$ cat config.mk
export PLATFORM = sky130hd
export DESIGN_NAME = atomic_bus_sequencer
export DESIGN_NICKNAME = d
export VERILOG_FILES = /design/src/rtl/atomic_seq_pkg.sv /design/src/rtl/atomic_seq_dpath.sv /design/src/rtl/atomic_seq_ctrl.sv /design/src/rtl/atomic_bus_sequencer.sv
export SDC_FILE = /design/constraint.sdc
export NUM_CORES = 1
export LEC_CHECK = 0
export BUFFER_PORTS_ARGS = -buffer_cell sky130_fd_sc_hd__buf_2
export CORE_MARGIN = 1.5
export CORE_UTILIZATION = 50
export DETAILED_ROUTE_END_ITERATION = 10
export HOLD_SLACK_MARGIN = 0.1
export PLACE_DENSITY = 0.8
export SETUP_SLACK_MARGIN = 0.02
export SLEW_MARGIN = 20
export SYNTH_ARGS = -nofsm -noshare
export SYNTH_HDL_FRONTEND = slang
export SYNTH_SLANG_ARGS = --single-unit
$ cat constraint.sdc
create_clock -name clk -period 5.8 [get_ports clk]
set_input_delay 0.58 -clock clk [delete_from_list [all_inputs] [get_ports clk]]
set_output_delay 0.58 -clock clk [all_outputs]
set_load 0.01 [all_outputs]
$ cat src/rtl/atomic_seq_pkg.sv
package atomic_seq_pkg;

  localparam int WORD_W     = 32;
  localparam int WORD_BYTES = WORD_W / 8;

  typedef enum logic [2:0] {
    KIND_RMW      = 3'd0,
    KIND_SWAP     = 3'd1,
    KIND_INTACK   = 3'd2,
    KIND_TASKBUSY = 3'd3,
    KIND_DESCLOAD = 3'd4,
    KIND_PAGEFLAG = 3'd5
  } opKind_t;

  // strobes from control to datapath
  typedef struct packed {
    logic load;
    logic capture;
    logic wordSel;
    logic writePhase;
  } seqStrobe_t;

  // facts about the held request, datapath to control
  typedef struct packed {
    logic locked;
    logic twoWords;
    logic writes;
  } seqPlan_t;

endpackage

$ cat src/rtl/atomic_seq_dpath.sv
module atomic_seq_dpath
  import atomic_seq_pkg::*;
#(
  parameter int ADDR_W = 32
) (
  input  logic                clk,
  input  logic                rstN,
  input  logic [2:0]          reqKind,
  input  logic                reqPrefix,
  input  logic [ADDR_W-1:0]   reqAddr,
  input  logic [1:0]          reqLen,
  input  logic [WORD_W-1:0]   reqWdata,
  input  seqStrobe_t          strobe,
  input  logic [WORD_W-1:0]   memRdata,
  output seqPlan_t            plan,
  output logic [ADDR_W-1:0]   memAddr,
  output logic [WORD_BYTES-1:0] memBe,
  output logic [WORD_W-1:0]   memWdata,
  output logic                pageFlagOp,
  output logic [2*WORD_W-1:0] rdData
);

  localparam int WA_W   = ADDR_W - 2;
  localparam int DW     = 2 * WORD_W;
  localparam int SPAN_W = 2 * WORD_BYTES;

  opKind_t           kindQ;
  logic              prefixQ;
  logic [WA_W-1:0]   wordQ;
  logic [1:0]        offQ;
  logic [1:0]        lenQ;
  logic [WORD_W-1:0] wdataQ;
  logic [DW-1:0]     rawQ;

  logic              fixedWord;
  assign fixedWord = (reqKind == KIND_DESCLOAD) || (reqKind == KIND_PAGEFLAG);

  always_ff @(posedge clk or negedge rstN) begin
    if (!rstN) begin
      kindQ   <= KIND_RMW;
      prefixQ <= 1'b0;
      wordQ   <= '0;
      offQ    <= '0;
      lenQ    <= '0;
      wdataQ  <= '0;
      rawQ    <= '0;
    end else if (strobe.load) begin
      kindQ   <= opKind_t'(reqKind);
      prefixQ <= reqPrefix;
      wordQ   <= reqAddr[ADDR_W-1:2];
      wdataQ  <= reqWdata;
      rawQ    <= '0;
      offQ    <= fixedWord ? 2'd0 : reqAddr[1:0];
      lenQ    <= fixedWord ? 2'd2 : reqLen;
    end else if (strobe.capture) begin
      if (strobe.wordSel) rawQ[DW-1:WORD_W] <= memRdata;
      else                rawQ[WORD_W-1:0]  <= memRdata;
    end
  end

  // byte mask of the operand before lane shift
  logic [SPAN_W-1:0] lenMask;
  always_comb begin
    unique case (lenQ)
      2'd0:    lenMask = 8'h01;
      2'd1:    lenMask = 8'h03;
      default: lenMask = 8'h0F;
    endcase
    if (kindQ == KIND_DESCLOAD) lenMask = 8'hFF;
  end

  logic [SPAN_W-1:0] span;
  assign span = lenMask << offQ;

  logic [DW-1:0] keepMask;
  for (genvar b = 0; b < SPAN_W; b++) begin : g_keep
    assign keepMask[b*8 +: 8] = {8{lenMask[b]}};
  end

  logic [DW-1:0] operand;
  assign operand = rawQ >> {offQ, 3'b000};
  assign rdData  = operand & keepMask;

  logic [WORD_W-1:0] oldVal;
  logic [WORD_W-1:0] newVal;
  assign oldVal = rdData[WORD_W-1:0];

  always_comb begin
    unique case (kindQ)
      KIND_SWAP:                    newVal = wdataQ;
      KIND_TASKBUSY, KIND_PAGEFLAG: newVal = oldVal | wdataQ;
      default:                      newVal = oldVal + wdataQ;
    endcase
  end

  logic [DW-1:0] laneData;
  assign laneData = {{WORD_W{1'b0}}, newVal} << {offQ, 3'b000};

  assign memBe    = strobe.wordSel ? span[SPAN_W-1:WORD_BYTES] : span[WORD_BYTES-1:0];
  assign memWdata = strobe.wordSel ? laneData[DW-1:WORD_W] : laneData[WORD_W-1:0];
  assign memAddr  = {wordQ + WA_W'(strobe.wordSel), 2'b00};

  assign plan.locked   = prefixQ || (kindQ inside {KIND_SWAP, KIND_INTACK, KIND_TASKBUSY,
                                                   KIND_DESCLOAD, KIND_PAGEFLAG});
  assign plan.twoWords = |span[SPAN_W-1:WORD_BYTES];
  assign plan.writes   = !(kindQ inside {KIND_INTACK, KIND_DESCLOAD});
  assign pageFlagOp    = (kindQ == KIND_PAGEFLAG);

  // bytes above the operand never reach the result
  assert_result_zext_R11: assert property (@(posedge clk) disable iff (!rstN)
    (kindQ != KIND_DESCLOAD) |-> (rdData[DW-1:WORD_W] == '0));

endmodule

$ cat src/rtl/atomic_seq_ctrl.sv
module atomic_seq_ctrl
  import atomic_seq_pkg::*;
(
  input  logic       clk,
  input  logic       rstN,
  input  logic       reqValid,
  input  logic       memReady,
  input  seqPlan_t   plan,
  output logic       reqReady,
  output logic       memReq,
  output logic       memWe,
  output logic       lockN,
  output logic       done,
  output seqStrobe_t strobe
);

  typedef enum logic [1:0] {ST_IDLE, ST_LEAD, ST_XFER, ST_TAIL} seqState_t;

  seqState_t stateQ;
  logic      idxQ;
  logic      wrQ;
  logic      lastWord;

  assign lastWord = !plan.twoWords || idxQ;

  always_ff @(posedge clk or negedge rstN) begin
    if (!rstN) begin
      stateQ <= ST_IDLE;
      idxQ   <= 1'b0;
      wrQ    <= 1'b0;
    end else begin
      unique case (stateQ)
        ST_IDLE: if (reqValid) begin
          stateQ <= ST_LEAD;
          idxQ   <= 1'b0;
          wrQ    <= 1'b0;
        end
        ST_LEAD: stateQ <= ST_XFER;
        ST_XFER: if (memReady) begin
          if (!lastWord) begin
            idxQ <= 1'b1;
          end else if (!wrQ && plan.writes) begin
            wrQ  <= 1'b1;
            idxQ <= 1'b0;
          end else begin
            stateQ <= ST_TAIL;
          end
        end
        ST_TAIL: stateQ <= ST_IDLE;
        default: stateQ <= ST_IDLE;
      endcase
    end
  end

  assign reqReady = (stateQ == ST_IDLE);
  assign memReq   = (stateQ == ST_XFER);
  assign memWe    = memReq && wrQ;
  assign done     = (stateQ == ST_TAIL);
  assign lockN    = !(plan.locked && (stateQ != ST_IDLE));

  always_comb begin
    strobe.load       = reqReady && reqValid;
    strobe.capture    = memReq && memReady && !wrQ;
    strobe.wordSel    = idxQ;
    strobe.writePhase = wrQ;
  end

  assert_busy_after_accept_R1: assert property (@(posedge clk) disable iff (!rstN)
    (reqValid && reqReady) |=> !reqReady);

  assert_lock_leads_R2: assert property (@(posedge clk) disable iff (!rstN)
    ($rose(memReq) && plan.locked) |-> $past(!lockN));

  assert_done_ends_xfer_R2: assert property (@(posedge clk) disable iff (!rstN)
    $fell(memReq) |-> done);

  assert_release_after_done_R2: assert property (@(posedge clk) disable iff (!rstN)
    done |=> (lockN && reqReady));

  assert_lock_held_stall_R3: assert property (@(posedge clk) disable iff (!rstN)
    (memReq && !memReady && !lockN) |=> (!lockN && memReq));

endmodule

$ cat src/rtl/atomic_bus_sequencer.sv
module atomic_bus_sequencer
  import atomic_seq_pkg::*;
#(
  parameter int ADDR_W = 32
) (
  input  logic                clk,
  input  logic                rstN,
  input  logic                reqValid,
  output logic                reqReady,
  input  logic [2:0]          reqKind,
  input  logic                reqPrefix,
  input  logic [ADDR_W-1:0]   reqAddr,
  input  logic [1:0]          reqLen,
  input  logic [31:0]         reqWdata,
  output logic                done,
  output logic [63:0]         rdData,
  output logic                lockN,
  output logic                memReq,
  output logic                memWe,
  output logic [ADDR_W-1:0]   memAddr,
  output logic [3:0]          memBe,
  output logic [31:0]         memWdata,
  input  logic [31:0]         memRdata,
  input  logic                memReady,
  output logic                memNoCache
);

  seqStrobe_t strobe;
  seqPlan_t   plan;
  logic       pageFlagOp;

  atomic_seq_ctrl u_ctrl (
    .clk      (clk),
    .rstN     (rstN),
    .reqValid (reqValid),
    .memReady (memReady),
    .plan     (plan),
    .reqReady (reqReady),
    .memReq   (memReq),
    .memWe    (memWe),
    .lockN    (lockN),
    .done     (done),
    .strobe   (strobe)
  );

  atomic_seq_dpath #(.ADDR_W(ADDR_W)) u_dpath (
    .clk        (clk),
    .rstN       (rstN),
    .reqKind    (reqKind),
    .reqPrefix  (reqPrefix),
    .reqAddr    (reqAddr),
    .reqLen     (reqLen),
    .reqWdata   (reqWdata),
    .strobe     (strobe),
    .memRdata   (memRdata),
    .plan       (plan),
    .memAddr    (memAddr),
    .memBe      (memBe),
    .memWdata   (memWdata),
    .pageFlagOp (pageFlagOp),
    .rdData     (rdData)
  );

  assign memNoCache = memReq && pageFlagOp;

  assert_stall_stable_R3: assert property (@(posedge clk) disable iff (!rstN)
    (memReq && !memReady) |=> (memReq && $stable(memAddr) && $stable(memBe) && $stable(memWe)));

  assert_lane_enabled_R4: assert property (@(posedge clk) disable iff (!rstN)
    memReq |-> (memBe != 4'd0 && memAddr[1:0] == 2'b00));

  assert_pageflag_locked_R8: assert property (@(posedge clk) disable iff (!rstN)
    memNoCache |-> !lockN);

endmodule

* Word level (Yosys, flattened, before mapping)
Index checks and enable logic that the tools add are counted.
Widths: inputs -> output; s select.
** Cells by class
- Add/sub/neg operators :: 2
- Eq/ne operators :: 18
- Shift-type cells :: 3
- Multiplexer cells :: 25
- Bitwise gates (word level) :: 2
- Reduce and logical (&&, ||, !) cells :: 29
** Operators with widths (number)
- $mux 64 :: 2
- $mux 32 :: 3
- $and 64x64->64 :: 1
- $pmux 32 s2 :: 1
- $shl 32x5->64 :: 1
- $shr 64x5->64 :: 1
- $add 32x32->32 :: 1
- $or 32x32->32 :: 1
- $add 30x1->30 :: 1
- $eq 3x3->1 const B :: 4
- $mux 2 :: 6
- $reduce_bool 2->1 :: 5
- $mux 8 :: 1
- $pmux 2 s4 :: 1
- $pmux 4 s2 :: 1
- $reduce_and 4->1 :: 2
- $shl 8x2->8 :: 1
- $logic_and 1x1->1 :: 7
- $mux 1 :: 7
- $eq 3x2->1 const B :: 2
- $ne 2x1->1 const B :: 3
- $ne 2x2->1 const B :: 3
- $reduce_and 5->1 :: 1
- $reduce_bool 5->1 :: 1
- 12 further kinds :: 22
** Storage, ports and cells
- Bits in registers :: 138
- Output and inout bits :: 138

* Longest topological paths before layout
Gate-level depths: netlist of the first run.
- Depth in word-level cells :: 10
- Gate-level depth with buffers :: 18
- Depth with buffers taken out :: 15

* Modules after synthesis
A second synthesis of the first run with hierarchy kept.
** Unflattened totals
- Cell total of the unflattened synthesis :: 1478
- Area total of the unflattened synthesis :: 11484.8 µm²
** By module, submodules not included
- atomic_seq_dpath :: instances 1, cells each 1442, area each 11153.2 µm², seq. area each 3353.2 µm²
- atomic_seq_ctrl :: instances 1, cells each 35, area each 325.3 µm², seq. area each 100.1 µm²
- atomic_bus_sequencer :: instances 1, cells each 1, area each 6.3 µm², seq. area each 0.0 µm²

* Worst setup path before layout of the first run
OpenSTA, ideal clock, no wires.
- Path kind :: reg-to-output
- From :: register u_dpath.offQ[0]
- To :: output port memWdata[14]
- Arrival time :: 4.376 ns
- Slack :: 0.844 ns
- Cell stages (with the launch flop) :: 15
- Buffers on the path :: 2
- Cell sequence :: dfrtp_1 clkbuf_1 buf_1 mux4_2 ha_1 fa_1 a21o_1 a221o_2 a221oi_4 o211ai_2 a21o_1 a221oi_2 mux2i_1 nor3b_1 o32ai_1
** Between the ends
- Longest elaborated chain between the ends :: 6
- Elaborated cells on any way between the ends :: 7
** RTL lines
- from (decl) :: line atomic_seq_dpath.sv:30 : logic [1:0] offQ;
- from (signal assigned) :: line atomic_seq_dpath.sv:53 : offQ <= fixedWord ? 2'd0 : reqAddr[1:0];
- $shr 64x5->64 :: line atomic_seq_dpath.sv:81 : assign operand = rawQ >> {offQ, 3'b000};
- $and 64x64->64 :: line atomic_seq_dpath.sv:82 : assign rdData = operand & keepMask;
- via rdData[0] :: line atomic_bus_sequencer.sv:16 : output logic [63:0] rdData,
- $add 32x32->32 :: line atomic_seq_dpath.sv:92 : default: newVal = oldVal + wdataQ;
- $pmux 32 s2 :: line atomic_seq_dpath.sv:89 : unique case (kindQ)
- $shl 32x5->64 :: line atomic_seq_dpath.sv:97 : assign laneData = {{WORD_W{1'b0}}, newVal} << {offQ, 3'b000};
- $mux 32 :: line atomic_seq_dpath.sv:100 : assign memWdata = strobe.wordSel ? laneData[DW-1:WORD_W] : laneData[WORD_W-1:0];
- to (decl) :: line atomic_bus_sequencer.sv:22 : output logic [31:0] memWdata,
The timed path passes the listed nets, and every way through them passes these cells.

* Worst setup path in the final report of the first run
- From :: register u_dpath.offQ[0]
- To :: output port memWdata[14]
** Between the ends
- Longest elaborated chain between the ends :: 6
- Elaborated cells on any way between the ends :: 7
** RTL lines (line)
- $shr 64x5->64 :: atomic_seq_dpath.sv:81
- $and 64x64->64 :: atomic_seq_dpath.sv:82
- $add 32x32->32 or $or 32x32->32 (tied branches) :: atomic_seq_dpath.sv:92, atomic_seq_dpath.sv:91
- $pmux 32 s2 :: atomic_seq_dpath.sv:89
- $shl 32x5->64 (*) :: atomic_seq_dpath.sv:97
- $mux 32 (*) :: atomic_seq_dpath.sv:100
Mark *: on every way between the ends. The rest lies on a longest branch, timed or not.

==> impl_metrics.csv, run 1 <==
group,metric,value,unit
finish,ff_latch_area,0.00346,mm2
critical_path,r2r_slack,2.80,ns
critical_path,critPathKind,"reg2out",
critical_path,crit_path_start_kind,"register",
drt,routed_wl,41.5,mm
critical_path,worst-path-buf-inv,1,
clock_tree,ctsLongestPathBuffers,2,
hold_path,hold_class,"in2async",
job,timing.max_cap.violations,0,
placement,dpl.hpwl,31.7,mm
critical_path,cpPeakStageDelay,0.62,ns
logic_synthesis,synth_edf_count,0,
grt,antenna_found_initial,0,
logic_synthesis,synthAdderAreaFrac,7.82,%
pwr,pwr-share-clk,11.2,%
grt,grtUsageTotal,35.4,%
clock_tree,cts_root_buf,"clkbuf_16",
die,initial_core_util,51.0,%
critical_path,critPathCaptureType,"primary output",
clock_tree,post_cts_buffers,0,
timing,period_share,95.7,%
pwr,sw_frac_of_total,54.6,%
drt,drt_iter0_markers,1270,
logic_synthesis,synth_xor_area_share,3.62,%
finish,layout_common_cells,"nand2_1 (383), buf_2 (240), dfrtp_1 (136), a21oi_1 (131), nor2_1 (106)",
pwr,power_frac_seq,19.6,%
pwr,finalPower,9.50,mW
grt,overflow,0,
die,core_area,0.0218,mm2
timing,report.final.setup_viol,0,
critical_path,cpLargestDelayFamily,"compound AO/OA/AOI/OAI gates",
clock_tree,htreeDepth,4,
clock_tree,cts.clk_slew.worst_paths,0.07,ns
timing,skew,0.0118,ns
pwr,cellInternalPower,4.32,mW
timing,worst_pin_slew,1.12,ns
critical_path,required,5.22,ns
finish,multi_input_area,0.00704,mm2
timing,slew_viol_final,0,
drt,vias,11800,
critical_path,crit_chain,"mux4_2 > ha_1 > fa_1 > a21o_1 > a221o_2 > a221oi_4 > o211ai_2 > a21o_1 > a221oi_2 > mux2i_1 > nor3b_1 > o32ai_1 > buf_2",
critical_path,slowest_stage,"dfrtp_4",
clock_tree,cts_tree,"yes",
logic_synthesis,synthSimpleGateAreaFrac,22.7,%
logic_synthesis,async_reset_ff_share,100,%
logic_synthesis,synth_compound_area_share,20.5,%
drt,drtAntennaViolNets,0,
timing,rsz0062_at_grt,"no",
logic_synthesis,synth_flop_cell,"dfrtp_1",
finish,synthToLayoutAreaGrowth,17.5,%
critical_path,rr_worst_depth,9,
pwr,leakagePower,6.56,nW
placement,gp_congestion,1.05,
timing,fmax,0.180,GHz
logic_synthesis,synth_cell_types,71,
timing,relSlewSlack,25.4,%
logic_synthesis,yosys-mux-area-fraction,8.26,%
drt,firstDrtPassIters,5,
logic_synthesis,ys_seq_elements,138,
finish,n_fill_cell,2013,
finish,insertedDiodeCount,0,
timing,fin_setup_tns,0,ns
logic_synthesis,yosysSeqAreaShare,31.0,%
outcome,outcome,"completed",
grt,grt_pass1_vias,11300,
die,rows,54,
finish,drive_gt1_share,20.7,%
drt,post_drt_wl_per_cell,21.3,um
timing,period_needed,5.55,ns
critical_path,cp.arrival,4.97,ns
logic_synthesis,netlist_area,0.0111,mm2
clock_tree,insertion_delay,0.43,ns
critical_path,worst_r2r_endpoint,"u_ctrl.stateQ[1]$_DFFE_PN0P_",
logic_synthesis,synth_top_family_by_area,"simple AND/OR/NAND/NOR gates",
die,dieWidth,152,um
grt,grt_start_max_net_pins,93,
die,die_area,0.0232,mm2
drt,post_drt_via_cell_ratio,6.03,
pwr,comb_power_share,69.2,%
critical_path,cp_max_fo,20,
logic_synthesis,yosysWarnings,0,
finish,layout.nets,1833,
die,die_h,152,um
critical_path,r2r-start,"u_dpath.offQ[0]$_DFFE_PN0P_",
logic_synthesis,syn_avg_cell_area,7.59,um2
die,ios,244,
placement,portBuffers,241,
critical_path,crit_path_frequent_cell,"a21o_1",
pwr,powerDensity,726,mW/mm2
finish,final_common_cell,"nand2_1",
pwr,peakVddDrop,254,uV
grt,grt_pass1_wl,64.5,mm
pwr,switchingPower,5.18,mW
clock_tree,cts.sinks,138,
timing,hold_viol,0,
clock_tree,numCtsBuffers,17,
logic_synthesis,syn_inst,1468,
drt,remaining_drc_errors,0,
## layer usage
metal	track usage, %	up-vias	routed length, um
li1	-	5423	-
met1	47.9	5511	17100
met2	53.8	701	18200
met3	6.88	131	4010
met4	18.4	0	2180
met5	0	-	0
## worst register-to-register path, delay by kind of cell, from the launching register on
kind,cells,cell delay (ns)
buffers and inverters,3,1.12
flip-flops,1,0.61
AND/OR/NAND/NOR,2,0.19
AO/OA/AOI/OAI,4,1.01
## cell families (layout without fill, tap and decap cells)
family | Yosys count | count (layout)
flip-flops | 138 | 138
other | 1 | 2
buffers and inverters | 171 | 372
AO/OA/AOI/OAI | 359 | 359
adder cells (fa/ha/maj) | 69 | 69
AND/OR/NAND/NOR | 605 | 605
XOR/XNOR | 46 | 46
multiplexers | 79 | 79
## synth_stat cells, drive strengths merged (25+ instances only)
master  instances  area share, %
a21oi         133            6.1
dfrtp         138             31
o211ai         25            1.7
buf            25            1.1
inv            79            2.7
xnor2          28            2.2
nand2         384             13
ha             68            7.6
o21ai          74            3.3
mux2i          48            4.3
clkbuf         66            2.2
nor2          108            3.6
## what timing repair did
item | in CTS | in global routing
setup endpoints to repair | 0 | 13
hold buffers | 0 | 0
resized for setup | 0 | 6
## metrics by stage
stage	hold WS, ns	cells	cell area [um2]	utilization, %	setup slack, ns
after global routing	0.186	1950	13100	60.0	0.0609
after global placement	0.459	1919	12500	57.3	0.818
after floorplan	0.284	1469	11100	-	0.844
after detailed placement	0.464	1919	12500	57.3	0.782
final	0.140	1950	13100	60.0	0.252
after CTS	0.155	1950	13100	59.9	0.234
## final cells by class
class | instances | area share [%]
inverter | 80 | 2.30
clock buffer | 17 | 3.25
clock inverter | 14 | 0.995
tap | 280 | 2.68
sequential | 138 | 26.4
timing repair buffer | 261 | 10.6
multi-input combinational | 1160 | 53.8
## flip-flops by register name (all words and copies together), names as in the netlist
name             flops
u_ctrl.idxQ          1
u_ctrl.stateQ        2
u_ctrl.wrQ           1
u_dpath.kindQ        3
u_dpath.lenQ         2
u_dpath.offQ         2
u_dpath.prefixQ      1
u_dpath.rawQ        64
u_dpath.wdataQ      32
u_dpath.wordQ       30
## worst max-delay path by stage
stage,depth (start not counted),slack [ns],endpoint,from
final,13,0.25,memWdata[14],u_dpath.offQ[0]$_DFFE_PN0P_
after global routing,14,0.06,memWdata[30],u_dpath.offQ[0]$_DFFE_PN0P_
after CTS,15,0.23,memWdata[14],u_dpath.kindQ[1]$_DFFE_PN0P_
after detailed placement,15,0.78,memWdata[14],u_dpath.kindQ[1]$_DFFE_PN0P_
after global placement,15,0.82,memWdata[11],u_dpath.offQ[0]$_DFFE_PN0P_
after floorplan,14,0.84,memWdata[14],u_dpath.offQ[0]$_DFFE_PN0P_
## power groups by stage
stage	sequential (mW)	clock (mW)	combinational [mW]
2_1_floorplan	1.60	0	4.37
3_3_place_gp	1.83	0	6.33
3_5_place_dp	1.85	0	6.37
4_1_cts	1.84	1.07	6.40
5_1_grt	1.91	1.11	7.08
6_report	1.86	1.06	6.57
Power figures use the tool's default switching activity.
==> inputs of run 2 (changes only) <==
- CORE_ASPECT_RATIO: unset -> 2
- SYNTH_HIERARCHICAL: unset -> 1
==> run 2 against run 1 <==
Hold slack better by 0.043 ns. Flip-flop and latch count unchanged. Synthesized cell count up 0.61%. Power up 11%. Critical endpoint is now memWdata[31]. Largest cell class unchanged.
==> impl_metrics.csv, run 2 <==
group,metric,value,unit
outcome,outcome,"completed",
finish,final_common_cell,"nand2_1",
grt,antenna_found_initial,2,
logic_synthesis,yosysWarnings,6,
critical_path,cp_max_fo,21,
drt,drtAntennaViolNets,0,
finish,drive_gt1_share,24.2,%
die,dieWidth,110,um
pwr,peakVddDrop,469,uV
clock_tree,cts_root_buf,"clkbuf_16",
finish,ff_latch_area,0.00346,mm2
drt,post_drt_wl_per_cell,25.6,um
job,timing.max_cap.violations,0,
clock_tree,insertion_delay,0.45,ns
critical_path,required,5.22,ns
critical_path,crit_path_start_kind,"register",
logic_synthesis,syn_inst,1477,
drt,drt_iter0_markers,1160,
clock_tree,ctsHoldBuffers,0,
critical_path,critPathCaptureType,"primary output",
pwr,finalPower,10.5,mW
timing,period_share,96.8,%
placement,gp_congestion,1.05,
timing,hold_viol,0,
timing,skew,0.00671,ns
timing,fin_setup_tns,0,ns
grt,grt_pass1_wl,75.2,mm
finish,layout_common_cells,"nand2_1 (295), buf_2 (240), a21oi_1 (138), dfrtp_1 (136), o21ai_0 (90)",
die,die_h,217,um
timing,fmax,0.178,GHz
finish,synthToLayoutAreaGrowth,18.8,%
logic_synthesis,netlist_area,0.0115,mm2
timing,worst_pin_slew,1.28,ns
drt,routed_wl,50.6,mm
placement,dpl.hpwl,37.4,mm
finish,reg_top3,"u_dpath/rawQ (64), u_dpath/wdataQ (32), u_dpath/wordQ (30)",
placement,place_area,0.0130,mm2
drt,vias,12500,
finish,layout.nets,1856,
clock_tree,ctsLongestPathBuffers,2,
pwr,powerDensity,773,mW/mm2
logic_synthesis,syn_avg_cell_area,7.77,um2
critical_path,cp.arrival,5.04,ns
die,die_area,0.0239,mm2
grt,grt_pass1_vias,12800,
hold_path,hold_class,"in2async",
finish,n_fill_cell,2167,
finish,regMostFlops,"u_dpath/rawQ",
clock_tree,htreeDepth,4,
timing,rsz0062_at_grt,"no",
finish,multi_input_area,0.00736,mm2
timing,report.final.setup_viol,0,
grt,grt_start_max_net_pins,173,
pwr,leakagePower,6.73,nW
clock_tree,cts_tree,"yes",
grt,overflow,0,
drt,post_drt_via_cell_ratio,6.35,
die,rows,78,
clock_tree,cts.clk_slew.worst_paths,0.06,ns
drt,firstDrtPassIters,6,
timing,relSlewSlack,14.9,%
die,ios,244,
finish,largest_reg_flops,64,
clock_tree,cts.sinks,138,
die,initial_core_util,50.7,%
clock_tree,numCtsBuffers,17,
grt,grtUsageTotal,43.7,%
finish,fin_area,0.0136,mm2
placement,portBuffers,241,
die,core_area,0.0226,mm2
critical_path,critPathKind,"reg2out",
timing,period_needed,5.62,ns
drt,remaining_drc_errors,0,
timing,slew_viol_final,0,
run 2: where the power goes:
part	total, mW	switching, mW	internal (mW)
Combinational	7.55	4.85	2.70
Clock	1.16	0.470	0.690
Sequential	1.83	0.480	1.35
Total	10.5	5.80	4.75
run 2: area by class of cell:
cell class	count	area share [%]
antenna	2	0.0367
inverter	85	2.34
multi-input combinational	1160	53.9
clock inverter	13	1.25
clock buffer	18	3.22
tap	280	2.57
sequential	138	25.4
timing repair buffer	278	11.3
run 2: path summary, 6_finish.rpt:
| kind | start | endpoint | slack (ns) | cells after the start |
|---|---|---|---|---|
| min reg2reg | u_dpath/prefixQ$_DFFE_PN0P_ | u_dpath/prefixQ$_DFFE_PN0P_ | 0.51 | 1 |
| min | rstN | u_dpath/rawQ[41]$_DFFE_PN0P_ | 0.18 | 1 |
| max in group asynchronous | rstN | u_dpath/offQ[0]$_DFFE_PN0P_ | 4.16 | 2 |
| max | u_dpath/kindQ[2]$_DFFE_PN0P_ | memWdata[31] | 0.18 | 18 |
| max reg2reg | u_dpath/offQ[1]$_DFFE_PN0P_ | u_ctrl/stateQ[1]$_DFFE_PN0P_ | 3.11 | 8 |
| min in group clk | reqWdata[6] | u_dpath/wdataQ[6]$_DFFE_PN0P_ | 0.34 | 3 |
run 2: what timing repair did:
action / CTS / global route
setup endpoints to repair: 0 / 19
setup buffers: 0 / 1
gates resized for setup: 0 / 3
run 2: critical path: stages, from the launching register on:
cell,delay [ns]
dfrtp_1,0.35
inv_1,0.19
nor3_1,0.20
buf_4,0.20
nor2_1,0.05
buf_4,0.20
or2_2,0.35
ha_1,0.43
a21oi_2,0.33
o21bai_1,0.11
a21o_1,0.22
a21oi_1,0.29
and3_1,0.21
nand3_1,0.17
a41oi_2,0.24
mux2i_1,0.43
nor2_1,0.09
a21oi_1,0.31
buf_2,0.20
run 2: per-stage QoR:
stage / setup slack [ns] / std cells / hold WS, ns / util (%)
floorplan: 1.02 / 1478 / 0.284 / -
global placement: 0.595 / 1940 / 0.482 / 57.4
detailed placement: 0.541 / 1940 / 0.495 / 57.4
CTS: 0.0536 / 1971 / 0.219 / 60.1
global route: 0.0338 / 1973 / 0.239 / 60.2
finish: 0.184 / 1974 / 0.183 / 60.2
run 2: routing by layer:
layer  GRT usage, %  up-vias  share of wire [%]
met4           44.4        0                 13
met1           40.4     5931                 31
met3           15.9      328                9.1
li1               -     5526                  -
met2           70.1      757                 48
met5              0        -                  0
